[src/rtl/opr_pkg.sv]
package opr_pkg;

  // Register numbers with fixed roles
  localparam int unsigned REG_PC = 0;
  localparam int unsigned REG_SP = 1;
  localparam int unsigned REG_SR = 2;
  localparam int unsigned REG_CG = 3;

  typedef enum logic [1:0] {
    AM_DIRECT  = 2'd0,
    AM_INDEXED = 2'd1,
    AM_INDIR   = 2'd2,
    AM_POSTINC = 2'd3
  } addrMode_e;

  typedef enum logic [2:0] {
    K_ZERO  = 3'd0,
    K_ONE   = 3'd1,
    K_TWO   = 3'd2,
    K_FOUR  = 3'd3,
    K_EIGHT = 3'd4,
    K_ONES  = 3'd5
  } constSel_e;

  // Strobes from decode control to datapath
  typedef struct packed {
    logic      active;
    logic      useConst;
    constSel_e constSel;
    logic      regDirect;
    logic      absAddr;
    logic      addExt;
    logic      regAddr;
    logic      fetchExt;
    logic      postInc;
    logic      incByOne;
    logic      byteMode;
  } oprStrobe_t;

endpackage

[src/rtl/opr_ctrl.sv]
module opr_ctrl
  import opr_pkg::*;
#(
  parameter int unsigned REG_IDX_W = 4
) (
  input  logic                 reqValid,
  input  logic [1:0]           addrMode,
  input  logic [REG_IDX_W-1:0] regSel,
  input  logic                 byteOp,
  output oprStrobe_t           strobe
);

  localparam logic [REG_IDX_W-1:0] IDX_PC = REG_IDX_W'(REG_PC);
  localparam logic [REG_IDX_W-1:0] IDX_SR = REG_IDX_W'(REG_SR);
  localparam logic [REG_IDX_W-1:0] IDX_CG = REG_IDX_W'(REG_CG);

  logic isCg;
  logic isSr;
  logic isPc;

  assign isCg = (regSel == IDX_CG);
  assign isSr = (regSel == IDX_SR);
  assign isPc = (regSel == IDX_PC);

  always_comb begin
    strobe          = '0;
    strobe.constSel = K_ZERO;
    strobe.byteMode = byteOp;
    if (reqValid) begin
      strobe.active = 1'b1;
      unique case (addrMode_e'(addrMode))
        AM_DIRECT: begin
          if (isCg) begin
            strobe.useConst = 1'b1;
            strobe.constSel = K_ZERO;
          end else begin
            strobe.regDirect = 1'b1;
          end
        end
        AM_INDEXED: begin
          if (isCg) begin
            strobe.useConst = 1'b1;
            strobe.constSel = K_ONE;
          end else begin
            strobe.fetchExt = 1'b1;
            if (isSr) strobe.absAddr = 1'b1;
            else      strobe.addExt  = 1'b1;
          end
        end
        AM_INDIR: begin
          if (isSr) begin
            strobe.useConst = 1'b1;
            strobe.constSel = K_FOUR;
          end else if (isCg) begin
            strobe.useConst = 1'b1;
            strobe.constSel = K_TWO;
          end else begin
            strobe.regAddr = 1'b1;
          end
        end
        AM_POSTINC: begin
          if (isSr) begin
            strobe.useConst = 1'b1;
            strobe.constSel = K_EIGHT;
          end else if (isCg) begin
            strobe.useConst = 1'b1;
            strobe.constSel = K_ONES;
          end else begin
            strobe.regAddr  = 1'b1;
            strobe.postInc  = 1'b1;
            strobe.incByOne = byteOp && !isPc;
          end
        end
        default: strobe.active = 1'b1;
      endcase
    end
  end

endmodule

[src/rtl/opr_dpath.sv]
module opr_dpath
  import opr_pkg::*;
#(
  parameter int unsigned DATA_W       = 16,
  parameter int unsigned NUM_REGS     = 16,
  parameter int unsigned REG_IDX_W    = 4,
  parameter int unsigned PERIPH_LIMIT = 32'h0000_0200
) (
  input  logic                       clk,
  input  logic                       rst_n,
  input  oprStrobe_t                 strobe,
  input  logic [REG_IDX_W-1:0]       regSel,
  input  logic [NUM_REGS*DATA_W-1:0] regFlat,
  input  logic [DATA_W-1:0]          extWord,
  output logic                       outValid,
  output logic [DATA_W-1:0]          effAddr,
  output logic [DATA_W-1:0]          hiAddr,
  output logic                       memRead,
  output logic                       periphAccess,
  output logic                       constValid,
  output logic                       dataValid,
  output logic [DATA_W-1:0]          dataOut,
  output logic [DATA_W-1:0]          extAddr,
  output logic                       pcWrEn,
  output logic [DATA_W-1:0]          pcNext,
  output logic                       incWrEn,
  output logic [REG_IDX_W-1:0]       incReg,
  output logic [DATA_W-1:0]          incValue
);

  localparam int unsigned BYTE_W    = 8;
  localparam logic [DATA_W-1:0] BYTE_MASK = DATA_W'({BYTE_W{1'b1}});
  localparam logic [DATA_W-1:0] WORD_ONES = {DATA_W{1'b1}};
  localparam logic [DATA_W-1:0] STEP_ONE  = DATA_W'(1);
  localparam logic [DATA_W-1:0] STEP_TWO  = DATA_W'(2);

  // Unpack the register file snapshot
  logic [DATA_W-1:0] regArr [NUM_REGS];
  for (genvar g = 0; g < NUM_REGS; g++) begin : g_unpack
    assign regArr[g] = regFlat[g*DATA_W +: DATA_W];
  end

  logic [DATA_W-1:0] selVal;
  logic [DATA_W-1:0] pcVal;
  logic [DATA_W-1:0] constC;
  logic [DATA_W-1:0] addrC;
  logic [DATA_W-1:0] regOpC;
  logic [DATA_W-1:0] stepC;
  logic              memRdC;
  logic              periphC;

  assign selVal = regArr[regSel];
  assign pcVal  = regArr[REG_PC];

  always_comb begin
    unique case (strobe.constSel)
      K_ZERO:  constC = '0;
      K_ONE:   constC = DATA_W'(1);
      K_TWO:   constC = DATA_W'(2);
      K_FOUR:  constC = DATA_W'(4);
      K_EIGHT: constC = DATA_W'(8);
      K_ONES:  constC = strobe.byteMode ? BYTE_MASK : WORD_ONES;
      default: constC = '0;
    endcase
  end

  always_comb begin
    if (strobe.absAddr)     addrC = extWord;
    else if (strobe.addExt) addrC = selVal + extWord;
    else                    addrC = selVal;
  end

  assign regOpC  = strobe.byteMode ? (selVal & BYTE_MASK) : selVal;
  assign stepC   = strobe.incByOne ? STEP_ONE : STEP_TWO;
  assign memRdC  = strobe.active && (strobe.absAddr || strobe.addExt || strobe.regAddr);
  assign periphC = memRdC && (32'(addrC) < PERIPH_LIMIT);

  always_ff @(posedge clk) begin
    if (!rst_n) begin
      outValid     <= 1'b0;
      effAddr      <= '0;
      hiAddr       <= '0;
      memRead      <= 1'b0;
      periphAccess <= 1'b0;
      constValid   <= 1'b0;
      dataValid    <= 1'b0;
      dataOut      <= '0;
      extAddr      <= '0;
      pcWrEn       <= 1'b0;
      pcNext       <= '0;
      incWrEn      <= 1'b0;
      incReg       <= '0;
      incValue     <= '0;
    end else begin
      outValid     <= strobe.active;
      memRead      <= memRdC;
      periphAccess <= periphC;
      constValid   <= strobe.active && strobe.useConst;
      dataValid    <= strobe.active && (strobe.useConst || strobe.regDirect);
      pcWrEn       <= strobe.active && strobe.fetchExt;
      incWrEn      <= strobe.active && strobe.postInc;
      if (strobe.active) begin
        effAddr  <= memRdC ? addrC : '0;
        hiAddr   <= memRdC ? (addrC + STEP_ONE) : '0;
        dataOut  <= strobe.useConst ? constC : (strobe.regDirect ? regOpC : '0);
        extAddr  <= pcVal;
        pcNext   <= pcVal + STEP_TWO;
        incReg   <= regSel;
        incValue <= selVal + stepC;
      end
    end
  end

endmodule

[src/rtl/opr_resolve.sv]
module opr_resolve
  import opr_pkg::*;
#(
  parameter int unsigned DATA_W       = 16,
  parameter int unsigned NUM_REGS     = 16,
  parameter int unsigned PERIPH_LIMIT = 32'h0000_0200,
  localparam int unsigned REG_IDX_W   = $clog2(NUM_REGS)
) (
  input  logic                       clk,
  input  logic                       rst_n,
  input  logic                       reqValid,
  input  logic [1:0]                 addrMode,
  input  logic [REG_IDX_W-1:0]       regSel,
  input  logic                       byteOp,
  input  logic [NUM_REGS*DATA_W-1:0] regFlat,
  input  logic [DATA_W-1:0]          extWord,
  output logic                       outValid,
  output logic [DATA_W-1:0]          effAddr,
  output logic [DATA_W-1:0]          hiAddr,
  output logic                       memRead,
  output logic                       periphAccess,
  output logic                       constValid,
  output logic                       dataValid,
  output logic [DATA_W-1:0]          dataOut,
  output logic [DATA_W-1:0]          extAddr,
  output logic                       pcWrEn,
  output logic [DATA_W-1:0]          pcNext,
  output logic                       incWrEn,
  output logic [REG_IDX_W-1:0]       incReg,
  output logic [DATA_W-1:0]          incValue
);

  oprStrobe_t strobe;

  opr_ctrl #(
    .REG_IDX_W(REG_IDX_W)
  ) u_ctrl (
    .reqValid(reqValid),
    .addrMode(addrMode),
    .regSel  (regSel),
    .byteOp  (byteOp),
    .strobe  (strobe)
  );

  opr_dpath #(
    .DATA_W      (DATA_W),
    .NUM_REGS    (NUM_REGS),
    .REG_IDX_W   (REG_IDX_W),
    .PERIPH_LIMIT(PERIPH_LIMIT)
  ) u_dpath (
    .clk         (clk),
    .rst_n       (rst_n),
    .strobe      (strobe),
    .regSel      (regSel),
    .regFlat     (regFlat),
    .extWord     (extWord),
    .outValid    (outValid),
    .effAddr     (effAddr),
    .hiAddr      (hiAddr),
    .memRead     (memRead),
    .periphAccess(periphAccess),
    .constValid  (constValid),
    .dataValid   (dataValid),
    .dataOut     (dataOut),
    .extAddr     (extAddr),
    .pcWrEn      (pcWrEn),
    .pcNext      (pcNext),
    .incWrEn     (incWrEn),
    .incReg      (incReg),
    .incValue    (incValue)
  );

endmodule

[config.mk]
export PLATFORM = sky130hd
export DESIGN_NAME = opr_resolve
export DESIGN_NICKNAME = d
export VERILOG_FILES = /design/src/rtl/opr_pkg.sv /design/src/rtl/opr_ctrl.sv /design/src/rtl/opr_dpath.sv /design/src/rtl/opr_resolve.sv
export SDC_FILE = /design/constraint.sdc
export NUM_CORES = 1
export LEC_CHECK = 0
export BUFFER_PORTS_ARGS = -buffer_cell sky130_fd_sc_hd__buf_2
export CAP_MARGIN = 20
export CORE_ASPECT_RATIO = 0.8
export CORE_MARGIN = 2
export CORE_UTILIZATION = 33
export CTS_BUF_LIST = sky130_fd_sc_hd__clkbuf_16
export DETAILED_ROUTE_END_ITERATION = 8
export SLEW_MARGIN = 10
export SYNTH_ARGS = -nofsm -noshare
export SYNTH_HDL_FRONTEND = slang
export SYNTH_SLANG_ARGS = --single-unit
[constraint.sdc]
create_clock -name clk -period 13.39 [get_ports clk]
set_clock_uncertainty 0.2 [all_clocks]
set_input_delay 1.339 -clock clk [delete_from_list [all_inputs] [get_ports clk]]
set_output_delay 1.339 -clock clk [all_outputs]
set_load 0.05 [all_outputs]
### Word level (Yosys, flattened, before mapping)

Cells that the tools add are included.

| word-level totals | value |
|---|---|
| register bits after elaboration | 107 |
| bits in latches | 0 |
| bits in writable memories | 0 |
| memory bits (read-only) | 0 |
| input bits | 282 |
| output and inout port bits | 107 |
| memories kept | 0 |

| cells by class | value |
|---|---|
| add/subtract/negate cells | 4 |
| multiply operators | 0 |
| divide/modulo/power cells | 0 |
| $lt $le $gt $ge | 2 |
| eq/ne operators | 10 |
| shift-type cells | 0 |
| multiplexer cells | 33 |
| bitwise gates (word level) | 1 |
| reductions and logical operators | 14 |

Operators by type and width:

| operator | number |
|---|---|
| 16-bit two-way mux | 10 |
| 16-bit one-hot mux with 5 select lines | 1 |
| 16-bit binary-select mux with 4-bit select | 1 |
| 16-bit adder | 2 |
| 4-bit two-way mux | 6 |
| 16-bit by 1-bit adder with 16-bit output, second input constant | 1 |
| 16-bit by 2-bit adder with 16-bit output, second input constant | 1 |
| 16-bit by 10-bit < comparator with 1-bit output, second input constant | 1 |
| 4-bit one-hot mux with 4 select lines | 1 |
| 12-bit two-way mux | 1 |
| 2-bit two-way mux | 6 |
| 4-bit by 2-bit equality test with 1-bit output, second input constant | 2 |
| 1-bit logical AND | 7 |
| 1-bit two-way mux | 7 |
| 3-bit by 2-bit equality test with 1-bit output, second input constant | 2 |
| 3-bit equality test, second input constant | 2 |
| 5-bit >= comparator, second input constant | 1 |
| 4-bit inverter with 5-bit output | 1 |
| 2-bit equality test, second input constant | 2 |
| 4-bit logical NOT | 1 |
| 3-bit by 1-bit equality test with 1-bit output, second input constant | 1 |
| 1-bit logical OR | 3 |
| 2-bit by 1-bit equality test with 1-bit output, second input constant | 1 |
| 2-bit logical NOT | 1 |
| other kinds (2) | 2 |

### Longest topological paths before layout

Gate-level depths: netlist of run 1.

| logic depth | value |
|---|---|
| depth in word-level cells | 11 |
| gate-level depth with buffers | 20 |
| mapped depth without buffers | 16 |

### Cells and area by module

From an unflattened synthesis of run 1, not the netlist that was laid out.

| second synthesis, totals | value |
|---|---|
| cells, all modules | 817 |
| area, all modules | 7795.0 um2 |

Modules (own cells, without submodules):

| module | times used | cells each | area an instance (um2) | seq. area each (um2) |
|---|---|---|---|---|
| opr_dpath | 1 | 794 | 7637.3 | 2122.0 |
| opr_ctrl | 1 | 23 | 157.7 | 0.0 |

### Worst setup path after synthesis of run 1

No wires, ideal clock.

| path | value |
|---|---|
| path kind | input -> register |
| start | in regSel[1] |
| end | reg u_dpath.hiAddr[15] |
| arrival time | 5.413 ns |
| path slack | 7.715 ns |
| cell stages on the path | 17 |
| cell sequence | buf_6 -> buf_6 -> buf_6 -> mux4_2 -> mux2_2 -> o21ai_0 -> inv_1 -> ha_1 -> a211o_1 -> a21o_1 -> o2bb2a_1 -> a31oi_1 -> a22oi_1 -> nor3b_2 -> nand4b_1 -> or4_1 -> nand3_1 |

| between the ends | value |
|---|---|
| word-level cells in the longest chain between the ends | 9 |
| elaborated cells between the ends (all ways) | 22 |
| classes of those cells | add/sub: 2; eq/ne: 2; mux: 14; bitwise: 1; reduce/logical: 3 |

Ends and longest elaborated chain:

| item | RTL line | RTL |
|---|---|---|
| start: declaration | opr_resolve.sv:13 | `input logic [REG_IDX_W-1:0] regSel,` |
| 4-bit inverter with 5-bit output (implied by the code) or 4-bit by 2-bit equality test with 1-bit output (tied branches) | opr_dpath.sv:52, opr_ctrl.sv:22 |  |
| 16-bit binary-select mux with 4-bit select or 1-bit two-way mux (tied branches) | opr_dpath.sv:52, opr_ctrl.sv:46 |  |
| 16-bit two-way mux (implied by the code) or 2-bit two-way mux (tied branches) | opr_dpath.sv:52, opr_ctrl.sv:41 |  |
| 16-bit two-way mux (implied by the code) or 2-bit two-way mux (tied branches) | opr_dpath.sv:52, opr_ctrl.sv:31 |  |
| 16-bit adder or 12-bit two-way mux (tied branches) | opr_dpath.sv:69, opr_ctrl.sv:29 |  |
| 16-bit two-way mux or 1-bit logical OR (tied branches) | opr_dpath.sv:69, opr_dpath.sv:75 |  |
| 16-bit two-way mux or 1-bit logical OR (tied branches) | opr_dpath.sv:68, opr_dpath.sv:75 |  |
| 16-bit by 1-bit adder with 16-bit output or 1-bit logical AND (tied branches) | opr_dpath.sv:104, opr_dpath.sv:75 |  |
| 16-bit two-way mux (*) | opr_dpath.sv:104 | `hiAddr <= memRdC ? (addrC + STEP_ONE) : '0;` |
| end signal: assignment | opr_dpath.sv:104 |  |
| end: declaration | opr_dpath.sv:17 | `output logic [DATA_W-1:0] hiAddr,` |

Mark *: on every way between the ends. The rest lies on a longest branch, timed or not. The select of a mux whose other input is x is not followed.
A chain may end at the register's enable or synchronous reset.

### Final worst setup path of run 1

Ends and elaborated chain as after synthesis.

==> flow_summary.json, run 1 <==
{
  "period_needed_ps": 6750,
  "period_share_pct": 50.4,
  "synth_nets": 1135,
  "finalWirelength_um": 34600,
  "cts_tree": "yes",
  "gp_congestion": 0.940,
  "clk_latency_ps": 360,
  "ys.flop_type": "dfxtp_1",
  "h-tree-depth": 3,
  "min_from": "u_dpath.effAddr[12]$_SDFFE_PN0P_",
  "synth-seq-cells": 106,
  "ir_drop_mv": 0.0809,
  "dieArea_um2": 25700,
  "leakagePower_nw": 4.87,
  "power.share.clock_pct": 27.4,
  "setup_viol": 0,
  "arrival_ps": 6800,
  "cts_made_buffers": 9,
  "min_to": "u_dpath.effAddr[12]$_SDFFE_PN0P_",
  "dp_worst_setup_slack_ps": 6370,
  "drcViolationCount": 0,
  "clk_pin_slew_worst_paths_ps": 80,
  "p_per_area_nw_per_um2": 103,
  "start_util_pct": 33.4,
  "drive_above_1_share_pct": 41.2,
  "globalRouteTotalUtil_pct": 26.5,
  "core_area_um2": 24100,
  "r2r_start": "u_dpath.dataOut[3]$_SDFFE_PN0P_",
  "fillers": 2452,
  "finalNetCount": 1483,
  "whs_path_depth": 2,
  "reg2reg_to": "u_dpath.dataOut[3]$_SDFFE_PN0P_",
  "antenna_found_initial": 4,
  "r2r_cells": 4,
  "fmax_ghz": 0.148,
  "grt_remaining_overflow": 0,
  "area_growth_syn_to_layout_pct": 29.5,
  "hold_violations": 0,
  "grt_first_pass_wirelength_um": 49600,
  "seqPwrFrac_pct": 32.5,
  "max_slew_margin_pct": 31.5,
  "syn_avg_cell_area_um2": 9.67,
  "port_buffers": 388,
  "drt_pass1_iterations": 5,
  "cts_setup_buffers": 0,
  "power.internal_uw": 646,
  "hold_buffers": 0,
  "synthArstFlopShare_pct": 0,
  "fin_ws_ps": 6640,
  "cts_resized": 0,
  "dr_total_vias": 8388,
  "synth_seq_area_share_pct": 26.4,
  "clock_sinks": 106,
  "synthDistinctLibCells": 90,
  "synth.cell_area_um2": 8050,
  "drtIter0Drc": 878,
  "ant_nets": 0,
  "hpwl_um": 27900,
  "yosysWarnings": 0,
  "critPathKind": "in -> reg",
  "die_h_um": 144,
  "grt_start_max_net_pins": 57,
  "cp.required_ps": 13430,
  "via_per_inst": 5.57,
  "hp-class": "reg -> reg",
  "fin_setup_tns_ps": 0,
  "cap_violations": 0,
  "worst-slew-pin-transition_ps": 1030,
  "worst_setup_path_end_kind": "flip-flop",
  "r2r_slack_ps": 12090,
  "clockBufferDepth": 2,
  "outcome": "completed",
  "p_sw_uw": 431,
  "clock-root-buffer": "clkbuf_16",
  "start_kind": "input port",
  "rsz0062_at_grt": "no",
  "grt_pass1_vias": 7754,
  "rows": 51,
  "io_pins": 389,
  "crit_path_max_fanout": 45,
  "hold_ws_ps": 251,
  "swShare_pct": 40.0,
  "wl_per_cell_um": 23.0,
  "syn_inst": 832,
  "combinationalPowerShare_pct": 40.1,
  "slew_viol_final": 0,
  "synth-edff-count": 0,
  "die-width_um": 179
}
-- cells in the final DEF (no fill, tap or decap), drive strengths merged, types with 4 or more instances in the layout --
cell type / synthesis / layout
a211oi: 23 / 23
a21o: 8 / 8
a21oi: 36 / 36
a221oi: 5 / 5
a22o: 11 / 11
a31oi: 10 / 10
and2: 9 / 9
and3: 15 / 15
buf: 29 / 395
clkbuf: 29 / 9
dfxtp: 106 / 106
diode: 0 / 4
ha: 19 / 19
inv: 21 / 23
mux2: 6 / 6
mux2i: 51 / 51
mux4: 66 / 66
nand2: 70 / 70
nand2b: 5 / 5
nand3: 26 / 26
nand3b: 5 / 5
nand4: 7 / 7
nor2: 90 / 90
nor2b: 7 / 7
nor3: 9 / 9
o211ai: 9 / 9
o21a: 5 / 5
o21ai: 46 / 46
o221ai: 4 / 4
o22ai: 4 / 4
o31ai: 5 / 5
xnor2: 17 / 17
xor2: 20 / 20
-- synth_stat cells, types with 3 or more instances --
library cell	number	area, µm²
buf_6	9	101
mux2_2	6	67.6
inv_2	4	15.0
buf_12	3	60.1
o21ai_0	44	220
nand2b_1	5	31.3
nand4_1	7	43.8
nor2b_1	6	37.5
o31ai_1	4	30.0
nor3_1	8	40.0
and2_1	8	50.1
o221a_2	3	33.8
xnor2_1	17	149
clkbuf_1	28	105
inv_1	17	63.8
mux4_2	44	991
o21a_1	5	37.5
nor2_1	89	334
a31oi_1	10	62.6
a22o_1	11	96.3
xor2_1	20	175
a211o_1	3	26.3
dfxtp_1	106	2120
nand3b_1	5	37.5
and3_1	15	93.8
a21oi_1	36	180
a211oi_1	22	165
mux4_1	22	578
mux2i_1	49	490
a221oi_1	4	35.0
buf_2	11	55.1
or3_1	3	18.8
buf_4	5	37.5
nand2_1	69	259
o221ai_1	3	26.3
ha_1	19	238
a21o_1	8	60.1
o22ai_1	4	25.0
nand3_1	26	130
o211ai_1	8	60.1
-- layout make-up --
| type | count | area (µm²) | area share (%) |
|---|---|---|---|
| Multi-Input combinational cell | 647 | 5480 | 52.6 |
| Antenna cell | 4 | 10.0 | 0.0961 |
| Tap cell | 318 | 398 | 3.82 |
| Sequential cell | 106 | 2120 | 20.4 |
| Clock buffer | 9 | 225 | 2.16 |
| Clock inverter | 7 | 106 | 1.02 |
| Inverter | 21 | 78.8 | 0.757 |
| Timing Repair Buffer | 395 | 2000 | 19.2 |
-- flip-flops by register name, summed over array words and instances (netlist names), 4 cells and up --
name	flops
u_dpath.pcNext	16
u_dpath.incValue	16
u_dpath.hiAddr	16
u_dpath.effAddr	16
u_dpath.dataOut	16
u_dpath.extAddr	15
u_dpath.incReg	4
-- how the worst max path moves through the flow --
stage                     depth (start not counted)      start                               to
after floorplan                                  17  regSel[1]  u_dpath.hiAddr[15]$_SDFFE_PN0P_
after detailed placement                         16  regSel[1]  u_dpath.hiAddr[15]$_SDFFE_PN0P_
after global placement                           16  regSel[1]  u_dpath.hiAddr[14]$_SDFFE_PN0P_
final                                            16  regSel[1]  u_dpath.hiAddr[15]$_SDFFE_PN0P_
after CTS                                        16  regSel[1]  u_dpath.hiAddr[15]$_SDFFE_PN0P_
after global routing                             16  regSel[1]  u_dpath.hiAddr[15]$_SDFFE_PN0P_
-- per-layer routing --
layer	up-vias	global-route usage (%)	wire length, µm
met5	-	0	0
met4	0	4.66	379
met3	27	4.55	2830
met2	431	41.2	15700
met1	4054	38.7	15800
li1	3876	-	-
-- worst max-delay path, stage by stage --
cell	delay, ps
buf_4	320
buf_4	600
mux4_2	580
mux2_2	290
o21ai_0	680
inv_1	160
ha_1	310
a211o_1	330
a21o_1	230
o311ai_0	370
a31oi_1	220
nor2_1	200
nand2_1	80
a311oi_1	750
or4_1	220
nand3_1	70
-- stage by stage --
| stage | cells | power (mW) | utilization (%) | cell area, µm² |
|---|---|---|---|---|
| detailed placement | 1487 | 0.784 | 41.8 | 10100 |
| floorplan | 832 | 0.645 | - | 8050 |
| CTS | 1503 | 1.08 | 43.1 | 10400 |
| finish | 1507 | 1.08 | 43.2 | 10400 |
| global placement | 1487 | 0.782 | 41.8 | 10100 |
| global route | 1505 | 1.13 | 43.2 | 10400 |
-- logic make-up (layout without fill, tap and decap cells) --
group | count (synthesis) | in the layout | share of synthesized area, %
AO/OA/AOI/OAI | 196 | 196 | 16.9
AND/OR/NAND/NOR | 270 | 270 | 16.8
flip-flops | 106 | 106 | 26.4
XOR/XNOR | 37 | 37 | 4.03
other | 0 | 4 | 0
adder cells (fa/ha/maj) | 21 | 21 | 3.45
multiplexers | 123 | 123 | 26.9
buffers and inverters | 79 | 432 | 5.58
-- power by group through the flow --
stage / Sequential [mW] / Clock [mW] / Combinational [mW]
floorplan: 0.433 / 0 / 0.213
global placement: 0.357 / 0 / 0.425
detailed placement: 0.357 / 0 / 0.427
CTS: 0.350 / 0.303 / 0.429
global route: 0.352 / 0.314 / 0.461
finish: 0.350 / 0.295 / 0.432
Note: power is estimated with default switching activity, not from simulation.
==> run 2, diff against run 1 <==
==> constraint.sdc (replaced) <==
create_clock -name clk -period 6 [get_ports clk]
set_clock_uncertainty 0.2 [all_clocks]
set_input_delay 0.6 -clock clk [delete_from_list [all_inputs] [get_ports clk]]
set_output_delay 0.6 -clock clk [all_outputs]
set_load 0.05 [all_outputs]
==> run 2 against run 1 <==
Worst hold slack better by 4.2 ps. Die area unchanged. Critical endpoint unchanged. Sequential power is 120% higher. Sequential cell count did not move. Utilization rose by 0.35 points. Count of clock-buffer cells in the layout unchanged. Wire length is 2.2% lower.
==> flow_summary.json, run 2 (synthesized netlist as in run 1, its figures left out) <==
{
  "r2r_start": "u_dpath.dataOut[3]$_SDFFE_PN0P_",
  "max_slew_margin_pct": 28.1,
  "io_pins": 389,
  "min_to": "u_dpath.hiAddr[10]$_SDFFE_PN0P_",
  "die-width_um": 179,
  "hpwl_um": 27600,
  "postLayoutCoreUtil_pct": 43.5,
  "grt_start_max_net_pins": 92,
  "arrival_ps": 5170,
  "drcViolationCount": 0,
  "wl_per_cell_um": 22.3,
  "start_kind": "input port",
  "leakagePower_nw": 4.93,
  "critPathKind": "in -> reg",
  "gp_congestion": 0.969,
  "cp.required_ps": 6110,
  "ant_nets": 0,
  "layout_common_cells": "buf_2 (386), dfxtp_1 (106), nor2_1 (88)",
  "clock-root-buffer": "clkbuf_16",
  "drtIter0Drc": 703,
  "power.internal_mw": 1.42,
  "drt_pass1_iterations": 5,
  "fmax_ghz": 0.198,
  "hold_buffers": 0,
  "start_util_pct": 33.4,
  "rsz0062_at_grt": "no",
  "grt_remaining_overflow": 0,
  "outcome": "completed",
  "port_buffers": 388,
  "cts_made_buffers": 9,
  "fin_setup_tns_ps": 0,
  "worst_setup_path_end_kind": "flip-flop",
  "drive_above_1_share_pct": 41.9,
  "cts_tree": "yes",
  "p_sw_uw": 974,
  "hold_violations": 0,
  "r2r_cells": 4,
  "die_h_um": 144,
  "clockBufferDepth": 2,
  "area_growth_syn_to_layout_pct": 30.5,
  "globalRouteTotalUtil_pct": 26.3,
  "setup_viol": 0,
  "core_area_um2": 24100,
  "crit_path_max_fanout": 36,
  "clk_latency_ps": 360,
  "clock_sinks": 106,
  "whs_path_depth": 2,
  "cts_setup_buffers": 0,
  "hp-class": "reg -> reg",
  "period_needed_ps": 5060,
  "period_share_pct": 84.4,
  "mostFrequentLayoutCell": "buf_2",
  "worst-slew-pin-transition_ps": 1080,
  "dieArea_um2": 25700,
  "slew_viol_final": 0,
  "cts_resized": 0,
  "clk_pin_slew_worst_paths_ps": 80,
  "grt_pass1_vias": 8091,
  "grt_first_pass_wirelength_um": 50100,
  "h-tree-depth": 3,
  "min_from": "u_dpath.hiAddr[10]$_SDFFE_PN0P_",
  "combinationalPowerShare_pct": 41.0,
  "p_per_area_nw_per_um2": 228,
  "ir_drop_mv": 0.134,
  "power.share.clock_pct": 26.4,
  "via_per_inst": 5.61,
  "finalNetCount": 1497,
  "rows": 51,
  "reg2reg_to": "u_dpath.dataOut[3]$_SDFFE_PN0P_",
  "seqPwrFrac_pct": 32.6,
  "swShare_pct": 40.7,
  "r2r_slack_ps": 4860,
  "dr_total_vias": 8523,
  "cap_violations": 0,
  "antenna_found_initial": 2,
  "finalWirelength_um": 33900
}
## run 2: cell types whose count changed in the layout (fill, tap and decap cells not counted), sizes merged
| cell | delta |
|---|---|
| buf | +14 |
| bufinv | -1 |
| clkinvlp | -1 |
| diode | -2 |
| inv | +2 |
## run 2: how the worst max path moves through the flow
stage	depth (start not counted)	from	to
finish	15	regSel[1]	u_dpath.hiAddr[15]$_SDFFE_PN0P_
global placement	17	regSel[0]	u_dpath.hiAddr[13]$_SDFFE_PN0P_
detailed placement	15	regSel[1]	u_dpath.hiAddr[13]$_SDFFE_PN0P_
CTS	14	regSel[1]	u_dpath.hiAddr[14]$_SDFFE_PN0P_
floorplan	17	regSel[1]	u_dpath.hiAddr[15]$_SDFFE_PN0P_
global route	15	regSel[1]	u_dpath.hiAddr[15]$_SDFFE_PN0P_
## run 2: worst max-delay path, stage by stage
cell,delay [ps]
buf_4,430
mux4_1,610
mux2i_1,250
mux2_2,320
inv_1,70
ha_1,330
nor2b_1,170
o31ai_1,500
a21oi_1,280
xnor2_1,190
o211ai_1,190
nor3b_2,390
nand4b_1,220
or4_1,500
nand3_1,90
## run 2: power by group through the flow
| stage | logic [mW] | registers, mW | clock network, mW |
|---|---|---|---|
| 6_report | 0.980 | 0.779 | 0.632 |
| 2_1_floorplan | 0.474 | 0.966 | 0 |
| 4_1_cts | 0.971 | 0.779 | 0.639 |
| 3_5_place_dp | 0.968 | 0.795 | 0 |
| 3_3_place_gp | 0.964 | 0.794 | 0 |
| 5_1_grt | 1.05 | 0.784 | 0.670 |
## run 2: area by class of cell
type	count	area (µm²)
diodes	2	5.00
clock buffers	9	225
clock inverters	7	91.3
fillers	2419	13600
inverters	21	78.8
multi-input cells	647	5480
flip-flops and latches	106	2120
well taps	318	398
repair buffers	409	2100
## run 2: metrics by stage
stage	hold slack, ps	worst slack (ps)	cell area, µm²	power, mW	std cells
4_1_cts	257	943	10500	2.39	1517
6_report	255	937	10500	2.39	1519
3_5_place_dp	239	568	10200	1.76	1501
2_1_floorplan	461	1060	8050	1.44	832
3_3_place_gp	235	645	10200	1.76	1501
5_1_grt	283	500	10500	2.50	1518
## run 2: per-layer routing
| metal | vias up | track usage [%] | routed length [µm] |
|---|---|---|---|
| met5 | - | 0 | 0 |
| met4 | 0 | 6.59 | 707 |
| met3 | 52 | 7.28 | 3150 |
| met2 | 436 | 39.7 | 14700 |
| met1 | 4123 | 36.9 | 15300 |
| li1 | 3912 | - | - |
